**config.mk**
```make
export PLATFORM = sky130hd
export DESIGN_NAME = mwadd_unit
export DESIGN_NICKNAME = d
export VERILOG_FILES = /design/src/rtl/mwadd_pkg.sv /design/src/rtl/mwadd_adder3.sv /design/src/rtl/mwadd_flag.sv /design/src/rtl/mwadd_unit.sv
export SDC_FILE = /design/constraint.sdc
export NUM_CORES = 1
export LEC_CHECK = 0
export CAP_MARGIN = 10
export CORE_MARGIN = 2
export CORE_UTILIZATION = 35
export DETAILED_ROUTE_END_ITERATION = 12
export DONT_BUFFER_PORTS = 1
export GPL_TIMING_DRIVEN = 0
export PLACE_DENSITY = 0.56
export SYNTH_ARGS = -nofsm -noshare
export SYNTH_HDL_FRONTEND = slang
export SYNTH_SLANG_ARGS = --single-unit
```
**constraint.sdc**
```tcl
create_clock -name clk -period 23.8 [get_ports clk]
set_input_delay 2.38 -clock clk [delete_from_list [all_inputs] [get_ports clk]]
set_output_delay 2.38 -clock clk [all_outputs]
set_load 0.02 [all_outputs]
```
**src/rtl/mwadd_pkg.sv**
```systemverilog
package mwadd_pkg;
  localparam int OP_W = 3;

  typedef enum logic [OP_W-1:0] {
    OP_ADD  = 3'd0,
    OP_GENC = 3'd1,
    OP_ADC  = 3'd2,
    OP_CLRF = 3'd3,
    OP_ADC2 = 3'd4
  } op_e;
endpackage

```
**src/rtl/mwadd_adder3.sv**
```systemverilog
// Three-input word adder: modular sum plus the full carry count (0..2).
module mwadd_adder3 #(
  parameter int W = 64
) (
  input  logic [W-1:0] x,
  input  logic [W-1:0] y,
  input  logic [W-1:0] z,
  output logic [W-1:0] sum,
  output logic [1:0]   cnt
);
  logic [W+1:0] full;

  assign full = {2'b00, x} + {2'b00, y} + {2'b00, z};
  assign sum  = full[W-1:0];
  assign cnt  = full[W+1:W];
endmodule

```
**src/rtl/mwadd_flag.sv**
```systemverilog
// Single status flag with synchronous reset and write enable.
module mwadd_flag (
  input  logic clk,
  input  logic rst,
  input  logic we,
  input  logic d,
  output logic q
);
  always_ff @(posedge clk) begin
    if (rst)     q <= 1'b0;
    else if (we) q <= d;
  end
endmodule

```
**src/rtl/mwadd_unit.sv**
```systemverilog
module mwadd_unit #(
  parameter int W = 64
) (
  input  logic                        clk,
  input  logic                        rst,
  input  logic                        valid_i,
  input  logic [mwadd_pkg::OP_W-1:0]  op_i,
  input  logic [W-1:0]                a_i,
  input  logic [W-1:0]                b_i,
  input  logic [W-1:0]                c_i,
  input  logic [W-1:0]                a_hi_i,
  input  logic [W-1:0]                b_hi_i,
  output logic                        valid_o,
  output logic [W-1:0]                res_o,
  output logic [W-1:0]                res_hi_o,
  output logic                        flag_o
);
  import mwadd_pkg::*;

  localparam int LANES = 2;

  op_e          op;
  logic         flag_q;
  logic         flag_we;
  logic         flag_d;
  logic         use_flag;
  logic [W-1:0] res_lo_d;
  logic [W-1:0] res_hi_d;

  assign op       = op_e'(op_i);
  assign use_flag = (op == OP_ADC) || (op == OP_ADC2);

  // Lane 0 takes the low words; each later lane takes the next pair
  // and the carry of the lane below it.
  for (genvar k = 0; k < LANES; k++) begin : g_lane
    logic [W-1:0] xin, yin, zin, sum;
    logic [1:0]   cnt;

    if (k == 0) begin : g_low
      assign xin = a_i;
      assign yin = b_i;
      assign zin = use_flag ? {{(W-1){1'b0}}, flag_q} : c_i;
    end else begin : g_up
      assign xin = a_hi_i;
      assign yin = b_hi_i;
      assign zin = {{(W-1){1'b0}}, g_lane[k-1].cnt[0]};
    end

    mwadd_adder3 #(.W(W)) u_add (
      .x  (xin),
      .y  (yin),
      .z  (zin),
      .sum(sum),
      .cnt(cnt)
    );
  end

  always_comb begin
    res_lo_d = '0;
    res_hi_d = '0;
    flag_we  = 1'b0;
    flag_d   = flag_q;
    case (op)
      OP_ADD:  res_lo_d = g_lane[0].sum;
      OP_GENC: res_lo_d = {{(W-2){1'b0}}, g_lane[0].cnt};
      OP_ADC: begin
        res_lo_d = g_lane[0].sum;
        flag_we  = valid_i;
        flag_d   = g_lane[0].cnt[0];
      end
      OP_CLRF: begin
        flag_we = valid_i;
        flag_d  = 1'b0;
      end
      OP_ADC2: begin
        res_lo_d = g_lane[0].sum;
        res_hi_d = g_lane[LANES-1].sum;
        flag_we  = valid_i;
        flag_d   = g_lane[LANES-1].cnt[0];
      end
      default: ;
    endcase
  end

  mwadd_flag u_flag (
    .clk(clk),
    .rst(rst),
    .we (flag_we),
    .d  (flag_d),
    .q  (flag_q)
  );

  always_ff @(posedge clk) begin
    if (rst) begin
      valid_o  <= 1'b0;
      res_o    <= '0;
      res_hi_o <= '0;
    end else begin
      valid_o <= valid_i;
      if (valid_i) begin
        res_o    <= res_lo_d;
        res_hi_o <= res_hi_d;
      end
    end
  end

  assign flag_o = flag_q;
endmodule

```
# Word-level counts from Yosys, hierarchy flattened
# Cells that the tools add are included.
[totals]
regBits = 130
input_bits = 326
out_inout_bits = 130
wordCells = 23
[op_classes]
n_addsub = 4
n_eq_ne = 4
mux = 5
n_reduce_logical = 6
[ops]
columns = ["op", "count"]
rows = [
  ["adder 64 x 64 -> 65 bit", 2],
  ["2-to-1 mux 64 bit", 2],
  ["case mux 64 bit (2 select lines)", 1],
  ["adder 66 x 64 -> 66 bit", 1],
  ["adder 65 x 1 -> 65 bit", 1],
  ["== test 3 x 2 -> 1 bit (second input constant)", 2],
  ["OR reduction 3 bit", 2],
  ["== test 3 x 1 -> 1 bit (second input constant)", 1],
  ["== test 3 bit (second input constant)", 1],
  ["logical NOT 3 bit", 1],
  ["case mux 1 bit (3 select lines)", 1],
  ["nonzero test 3 bit", 1],
  ["AND reduction 2 bit", 1],
  ["logical OR 1 bit", 1],
  ["2-to-1 mux 1 bit", 1],
]

# Logic depth before layout (Yosys ltp)
# Gate-level depths: netlist of run 1.
[logic_depth]
word_depth = 6
mapped_depth = 38
depth_no_buf = 38

# Modules after synthesis
# A second synthesis of run 1 with hierarchy kept.
[unflattened]
hier_cells = 1577
area_unflattened_um2 = 14535.2
[by_module_without_submodules]
columns = ["module", "n_inst", "cells_per_inst", "area_each_um2", "seq_area_each_um2"]
rows = [
  ["mwadd_adder3 (g_lane[1].u_add)", 1, 599, 5028.6, 0.0],
  ["mwadd_adder3 (g_lane[0].u_add)", 1, 593, 4964.8, 0.0],
  ["mwadd_unit", 1, 382, 4508.1, 2582.5],
  ["mwadd_flag", 1, 3, 33.8, 20.0],
]

# Worst setup path before layout of run 1
# No wires, ideal clock.
[synth_timing]
path_kind = "input to register"
startpoint = "in a_i[0]"
endpoint = "reg res_hi_o[58]"
setup_ns = 0.117
arrival_time_ns = 9.356
required_time_ns = 23.683
setup_slack_ns = 14.327
stages = 36
n_path_buf = 0
cell_sequence = "ha_1 inv_1 fa_1 nor2b_1 o31a_1 o311ai_2 a31o_2 a21oi_2 a31o_2 a21boi_0 o311ai_0 or3b_2 a21oi_1 xnor2_1 ha_1 nand3_1 nor2_1 a311oi_1 o21ai_0 a221o_1 a41oi_1 xnor2_1 fa_1 inv_1 fa_1 a21oi_1 o21ai_0 a21oi_1 a211oi_2 a2bb2oi_1 o41ai_2 a21oi_2 o31ai_1 a21oi_1 xnor2_1 a22o_1"
[synth_via]
elab_chain_cells = 4
[synth_rtl]
columns = ["element", "line", "text"]
rows = [
  ["from (decl)", "mwadd_unit.sv:8", "input logic [W-1:0] a_i,"],
  ["adder 64 x 64 -> 65 bit", "mwadd_adder3.sv:13", "assign full = {2'b00, x} + {2'b00, y} + {2'b00, z};"],
  ["adder 66 x 64 -> 66 bit", "mwadd_adder3.sv:13", ""],
  ["adder 65 x 1 -> 65 bit", "mwadd_adder3.sv:13", ""],
  ["2-to-1 mux 64 bit", "mwadd_unit.sv:63", "case (op)"],
  ["to (signal assigned)", "mwadd_unit.sv:102", "res_hi_o <= res_hi_d;"],
  ["to (decl)", "mwadd_unit.sv:15", "output logic [W-1:0] res_hi_o,"],
]
# Every way passes these cells.
# A chain may end at the register's enable or synchronous reset.

# Final worst setup path of run 1
[layout_timing]
startpoint = "in a_i[3]"
endpoint = "reg u_flag.q"
[layout_via]
elab_chain_cells = 4
[layout_rtl]
columns = ["element", "line", "text"]
rows = [
  ["adder 64 x 64 -> 65 bit (*)", "mwadd_adder3.sv:13", ""],
  ["adder 66 x 64 -> 66 bit (*)", "mwadd_adder3.sv:13", ""],
  ["adder 65 x 1 -> 65 bit", "mwadd_adder3.sv:13", ""],
  ["case mux 1 bit (3 select lines) (*)", "mwadd_unit.sv:63", ""],
  ["to (signal assigned)", "mwadd_flag.sv:10", "if (rst) q <= 1'b0;"],
  ["to (signal assigned)", "mwadd_flag.sv:11", "else if (we) q <= d;"],
  ["to (decl)", "mwadd_flag.sv:7", "output logic q"],
]
# Every way passes the cells marked *; elsewhere a longest branch is shown, timed or not.

==> run metrics, run 1 <==
clk buf depth 2; via count between 15000 and 20000; element type at the critical path start input pin; fin area roughly 17000 um2; Worst setup startpoint a_i[3]; core area about 45000 um2; starting density of the core 0.352; Most common cell on crit path a21oi_1; Max VDD drop 34.3 uV; endpoints failing setup 0; Worst-Skew Late Latency 430 ps; fin crit period ~12000 ps; syn_nets 2643; number of synthesized flops with an enable pin 0; htree depth 4; CP endpoint kind flip-flop; Rel. slew slack 0.274; drt wl/cell between 20 and 25 um; postcts setup bufs 0; register area 2600 um2; Mapped Area 15900 um2; final hold vios 0; dominant synthesized flop cell dfxtp_1; Slew @ Worst Pin 1060 ps; global route total overflow 0; CTS sink cnt 130; area grow syn2layout 8.56%; # hold bufs at CTS 0; worst min-delay path class reg2reg; cts repair resizes 0; Port-buffer cells 0; share of layout cells above drive strength 1 0.0302; Final Skew about 6.5 ps; synthesized area per cell 7.48 um2; overall die height ~220 um; drt pass-1 iters 5; flops & latches, synth 130; worst-path fanout max 7; power density cells 64.2 nW/um2; count of cell types in the netlist between 70 and 80; Routed Wire Length 56900 um; die area 47000 um2; leakage power 0.00740 uW; final net count 2664; TritonCTS buffer count 17; FF-to-FF Start u_flag.q$_SDFFE_PP0P_; Area after DPL 16600 um2; most common cell after layout, fill and taps aside a21oi_1; Reg2Reg Setup Slack 15580 ps; antenna viol nets, final 0; Critical Path End u_flag.q$_SDFFE_PP0P_; highest routed layer met4; DRC viols 0; vias per cell between 5 and 6; total negative slack 0 ps; Max Fclk 83.7 MHz; Total Power Consumption 1110 uW; Seq/Total Area, Yosys 0.164; met3 WL post-DR about 4000 um; status finished, final reports clean; RSZ-0062 raised after global routing no; routability cong. 0.918; Chip Width 217 um; Reg clk slew, reported paths 60 ps; GRT Util Overall 0.232; Async S/R FF share, synth 0; Worst EP required about 24000 ps; WHS between 600 and 700 ps; CP peak stage delay 720 ps; root buf cell clkbuf_16; Reg2Reg Depth 26; area of the multi-input gates 12600 um2; met2 WL 27500 um; Crit Path Category in2reg; CP Data Arrival Time 12300 ps; M1 wire length ~24000 um; IO Pins between 400 and 500; Fillers 4857; FF-to-FF End u_flag.q$_SDFFE_PP0P_; Ys Warns 0; Row Count 78; synthesized netlist cell count about 2100; 1st-iter DRT viols 1170; first-pass GRT wire length 86100 um; initial antenna violation count 2; CTS tree built; CP max-delay cell a2111oi_0; fin crit share 0.502; most frequent cells in the layout a21oi_1 (275), ha_1 (191), nor2b_1 (159); Slew Limit Fails 0; largest net degree at the start of global routing 17; DP HPWL 47600 um; max_cap viols 0; vias in the first global route 15200
## worst max-delay path, delay by kind of cell
family                   cells  cell delay, ps
AND/OR/NAND/NOR              5            1520
buffers and inverters        2             270
AO/OA/AOI/OAI               20            6400
adder cells (fa/ha/maj)      4            1280
XOR/XNOR                     2             430
## state kept, by name, indices dropped and copies added, names as in the netlist
name and cells:
res_hi_o 64, res_o 64, u_flag.q 1, valid_o 1
## layout make-up
class / instances / share of cell area
inverters: 51 / 0.0111
well taps: 600 / 0.0436
diodes: 1 / 0.000145
multi-input cells: 1815 / 0.731
repair buffers: 2 / 0.00116
plain buffers: 126 / 0.0279
clock inverters: 8 / 0.00596
flip-flops and latches: 130 / 0.151
clock buffers: 23 / 0.0278
## metal layers
layer	up-vias	track usage
met4	0	0.0692
met2	495	0.404
li1	7821	-
met1	7387	0.282
met5	-	0
met3	73	0.0551
## synth_stat cells, types with 11 or more instances
master	count	area share
a211oi_1	12	0.0057
a21boi_0	11	0.0052
a21o_1	134	0.063
a21oi_1	276	0.087
a22o_1	53	0.029
a31oi_1	32	0.013
and2_1	12	0.0047
and3_1	25	0.0099
and4_1	11	0.0061
clkbuf_1	116	0.027
dfxtp_1	130	0.16
ha_1	191	0.15
inv_1	51	0.012
nand2_1	130	0.031
nand2b_1	30	0.012
nand3_1	37	0.012
nand4_1	49	0.019
nor2_1	141	0.033
nor2b_1	159	0.063
nor3_1	23	0.0073
o211ai_1	11	0.0052
o21a_1	23	0.011
o21ai_0	110	0.035
o21bai_1	24	0.011
xnor2_1	113	0.062
xor2_1	67	0.037
## kinds of logic (layout without fill, tap and decap cells)
family,after synthesis,after routing,synth area share
buf+inv,177,210,0.0424
simple gates,644,644,0.209
mux,3,3,0.00205
other cells,0,1,0
xor+xnor,180,180,0.0994
compound gates,793,793,0.327
flops,130,130,0.164
fa+ha+maj,195,195,0.156
## report_power, final
group	internal [uW]	total, uW	switching (uW)
Sequential	232	264	32.2
Combinational	230	575	344
Clock	162	267	105
## worst min-delay path by stage
stage / from / endpoint / slack, ps / cells past startpoint
floorplan: res_hi_o[1]$_SDFFE_PP0P_ / res_hi_o[1]$_SDFFE_PP0P_ / 540 / 2
global placement: res_o[2]$_SDFFE_PP0P_ / res_o[2]$_SDFFE_PP0P_ / 590 / 2
detailed placement: res_o[3]$_SDFFE_PP0P_ / res_o[3]$_SDFFE_PP0P_ / 590 / 2
CTS: res_o[3]$_SDFFE_PP0P_ / res_o[3]$_SDFFE_PP0P_ / 600 / 2
global route: res_o[20]$_SDFFE_PP0P_ / res_o[20]$_SDFFE_PP0P_ / 620 / 2
finish: res_o[3]$_SDFFE_PP0P_ / res_o[3]$_SDFFE_PP0P_ / 600 / 2
## metrics by stage
step	utilization	setup slack, ps	std cells
finish	0.382	11850	2756
global route	0.382	11400	2756
CTS	0.382	12020	2755
detailed placement	0.369	11580	2724
global placement	0.368	11630	2722
floorplan	-	14330	2122
No activity file was read; power rests on OpenSTA's default activity.
==> inputs of run 2 (changes only) <==
--- a/config.mk
+++ b/config.mk
@@ -11,7 +11,7 @@
 export DETAILED_ROUTE_END_ITERATION = 12
 export DONT_BUFFER_PORTS = 1
 export GPL_TIMING_DRIVEN = 0
-export PLACE_DENSITY = 0.56
+export PLACE_DENSITY = 0.58
 export SYNTH_ARGS = -nofsm -noshare
 export SYNTH_HDL_FRONTEND = slang
 export SYNTH_SLANG_ARGS = --single-unit
==> constraint.sdc (replaced) <==
create_clock -name clk -period 9.8 [get_ports clk]
set_input_delay 0.98 -clock clk [delete_from_list [all_inputs] [get_ports clk]]
set_output_delay 0.98 -clock clk [all_outputs]
set_load 0.02 [all_outputs]
==> run 2 against run 1 <==
Net effect: clock skew is 5.8 ps higher; sequential cell count stayed put; core utilization is 0.45 points higher; largest power group unchanged; sequential share of layout area is 0.17 points lower; hold slack worse by 6.1 ps.
==> run metrics, run 2 (synthesized netlist as in run 1, its figures left out) <==
clk buf depth 2 (unchanged); via count 15800 (+0.36%); RSZ-0062 raised after global routing no; Total Power Consumption 2780 uW (+150%); worst min-delay path class reg2reg; root buf cell clkbuf_16; Post-Place Cells 2724 (unchanged); worst-path fanout max 6 (-1); Max Fclk 107 MHz; Port-buffer cells 0 (unchanged); vias per cell 5.73 (+0.18%); 1st-iter DRT viols 1121 (-4.2%); Reg2Reg Depth 27 (+3.8%); CTS tree built; starting density of the core 0.352 (unchanged); Max VDD drop 78.3 uV (+130%); drt wl/cell 20.8 um (+0.61%); final hold vios 0 (unchanged); most common cell after layout, fill and taps aside a21oi_1; routability cong. 0.900 (-2.0%); fin crit share 0.955; Worst-Skew Late Latency 440 ps (about the same); Reg power frac 0.230 (-0.009); DRC viols 0 (unchanged); Slew Limit Fails 0 (unchanged); endpoints failing setup 0 (unchanged); share of layout cells above drive strength 1 0.0380 (+0.00787); Row Count 78 (unchanged); CP endpoint kind flip-flop; power density cells 160 nW/um2 (+150%); IO Pins 456 (unchanged); fin worst setup slack 445 ps (-11410 ps); first-pass GRT wire length 85700 um (-0.44%); Worst Hold Path Cells 2 (unchanged); final net count 2664 (unchanged); Int Power 1590 uW (+160%); DP Worst Slack -911 ps (-12490 ps); TritonCTS buffer count 17 (unchanged); CTS sink cnt 130 (unchanged); sw power 1190 uW (+150%); die area 47000 um2 (unchanged); CP max-delay cell a211oi_1; fin crit period 9360 ps; GRT Util Overall 0.232 (about the same); max_cap viols 0 (unchanged); leakage power 0.00751 uW (+1.5%); drt pass-1 iters 5 (unchanged); vias in the first global route 15100 (-0.85%); DP HPWL 47900 um (+0.60%); Largest regs res_hi_o: 64 flops, res_o: 64 flops; Slew @ Worst Pin 1030 ps (-35.6 ps); area grow syn2layout 9.83%; Crit Path Category in2reg; Comb power frac 0.505 (-0.015); Sw Share 0.428 (-0.00795); global route total overflow 0 (unchanged); Cell Count, Final, Fillers Out 2761 (+0.18%); CP Data Arrival Time 9690 ps (-2610 ps); element type at the critical path start input pin; Final Skew 12.3 ps (+5.80 ps); htree depth 4 (unchanged); overall die height 217 um (unchanged); Area after DPL 16600 um2 (unchanged); Reg clk slew, reported paths 70 ps (about the same); status finished, final reports clean; largest net degree at the start of global routing 17 (unchanged); WHS 598 ps (-6.06 ps); CP peak stage delay 700 ps (-20 ps); Worst EP required 10140 ps (-14010 ps); Rel. slew slack 0.299 (+0.0244); initial antenna violation count 5 (+3); antenna viol nets, final 0 (unchanged); fin area 17400 um2 (+1.2%); Routed Wire Length 57300 um (+0.79%); Chip Width 217 um (unchanged); most frequent cells in the layout a21oi_1 (273), ha_1 (191), nor2b_1 (159); clock power share 0.264 (+0.022); core area 45100 um2 (unchanged)
-- run 2: metrics by stage --
stage / TNS [ps] / utilization
after global placement: -11070 / 0.368
after global routing: 0 / 0.386
after floorplan: 0 / -
after detailed placement: -9820 / 0.369
final: 0 / 0.386
after CTS: 0 / 0.384
-- run 2: repair_timing --
| action | CTS | global route |
|---|---|---|
| pin swaps | 0 | 1 |
| buffers inserted | 0 | 0 |
| hold buffers | 0 | 0 |
| endpoints found under the hold margin | 0 | 0 |
| endpoints found under the setup margin | 11 | 19 |
| gates resized for setup | 4 | 17 |
-- run 2: power groups by stage --
stage,registers (uW),clock network [uW],logic [uW]
floorplan,629,0,1070
global placement,652,0,1370
detailed placement,652,0,1380
CTS,641,749,1390
global route,643,769,1560
finish,641,735,1410
-- run 2: final timing paths --
check / slack [ps] / to / startpoint
hold reg to reg: 600 / res_o[2]$_SDFFE_PP0P_ / res_o[2]$_SDFFE_PP0P_
setup / recovery: 440 / res_hi_o[40]$_SDFFE_PP0P_ / a_i[0]
setup reg to reg: 2220 / res_hi_o[40]$_SDFFE_PP0P_ / u_flag.q$_SDFFE_PP0P_
hold / removal: 600 / res_o[2]$_SDFFE_PP0P_ / res_o[2]$_SDFFE_PP0P_
-- run 2: layout make-up --
cell class                      count  area, um2
Antenna cell                        5       12.5
Buffer                            126        480
Clock buffer                       20        457
Clock inverter                     12        204
Fill cell                        4835      27700
Inverter                           51        191
Multi-Input combinational cell   1815      12700
Sequential cell                   130       2600
Tap cell                          600        751
Timing Repair Buffer                2       20.0
-- run 2: per-layer routing --
layer	vias up	GRT usage	routed length, um
met5	-	0	0
met1	7449	0.273	23800
li1	7835	-	-
met3	78	0.0601	4170
met4	0	0.0735	1500
met2	471	0.409	27800
-- run 2: critical path, delay by kind of cell --
| family | cells | cell delay, ps |
|---|---|---|
| AND/OR/NAND/NOR | 7 | 1050 |
| buffers and inverters | 2 | 130 |
| XOR/XNOR | 3 | 660 |
| adder cells (fa/ha/maj) | 5 | 1460 |
| AO/OA/AOI/OAI | 21 | 5390 |
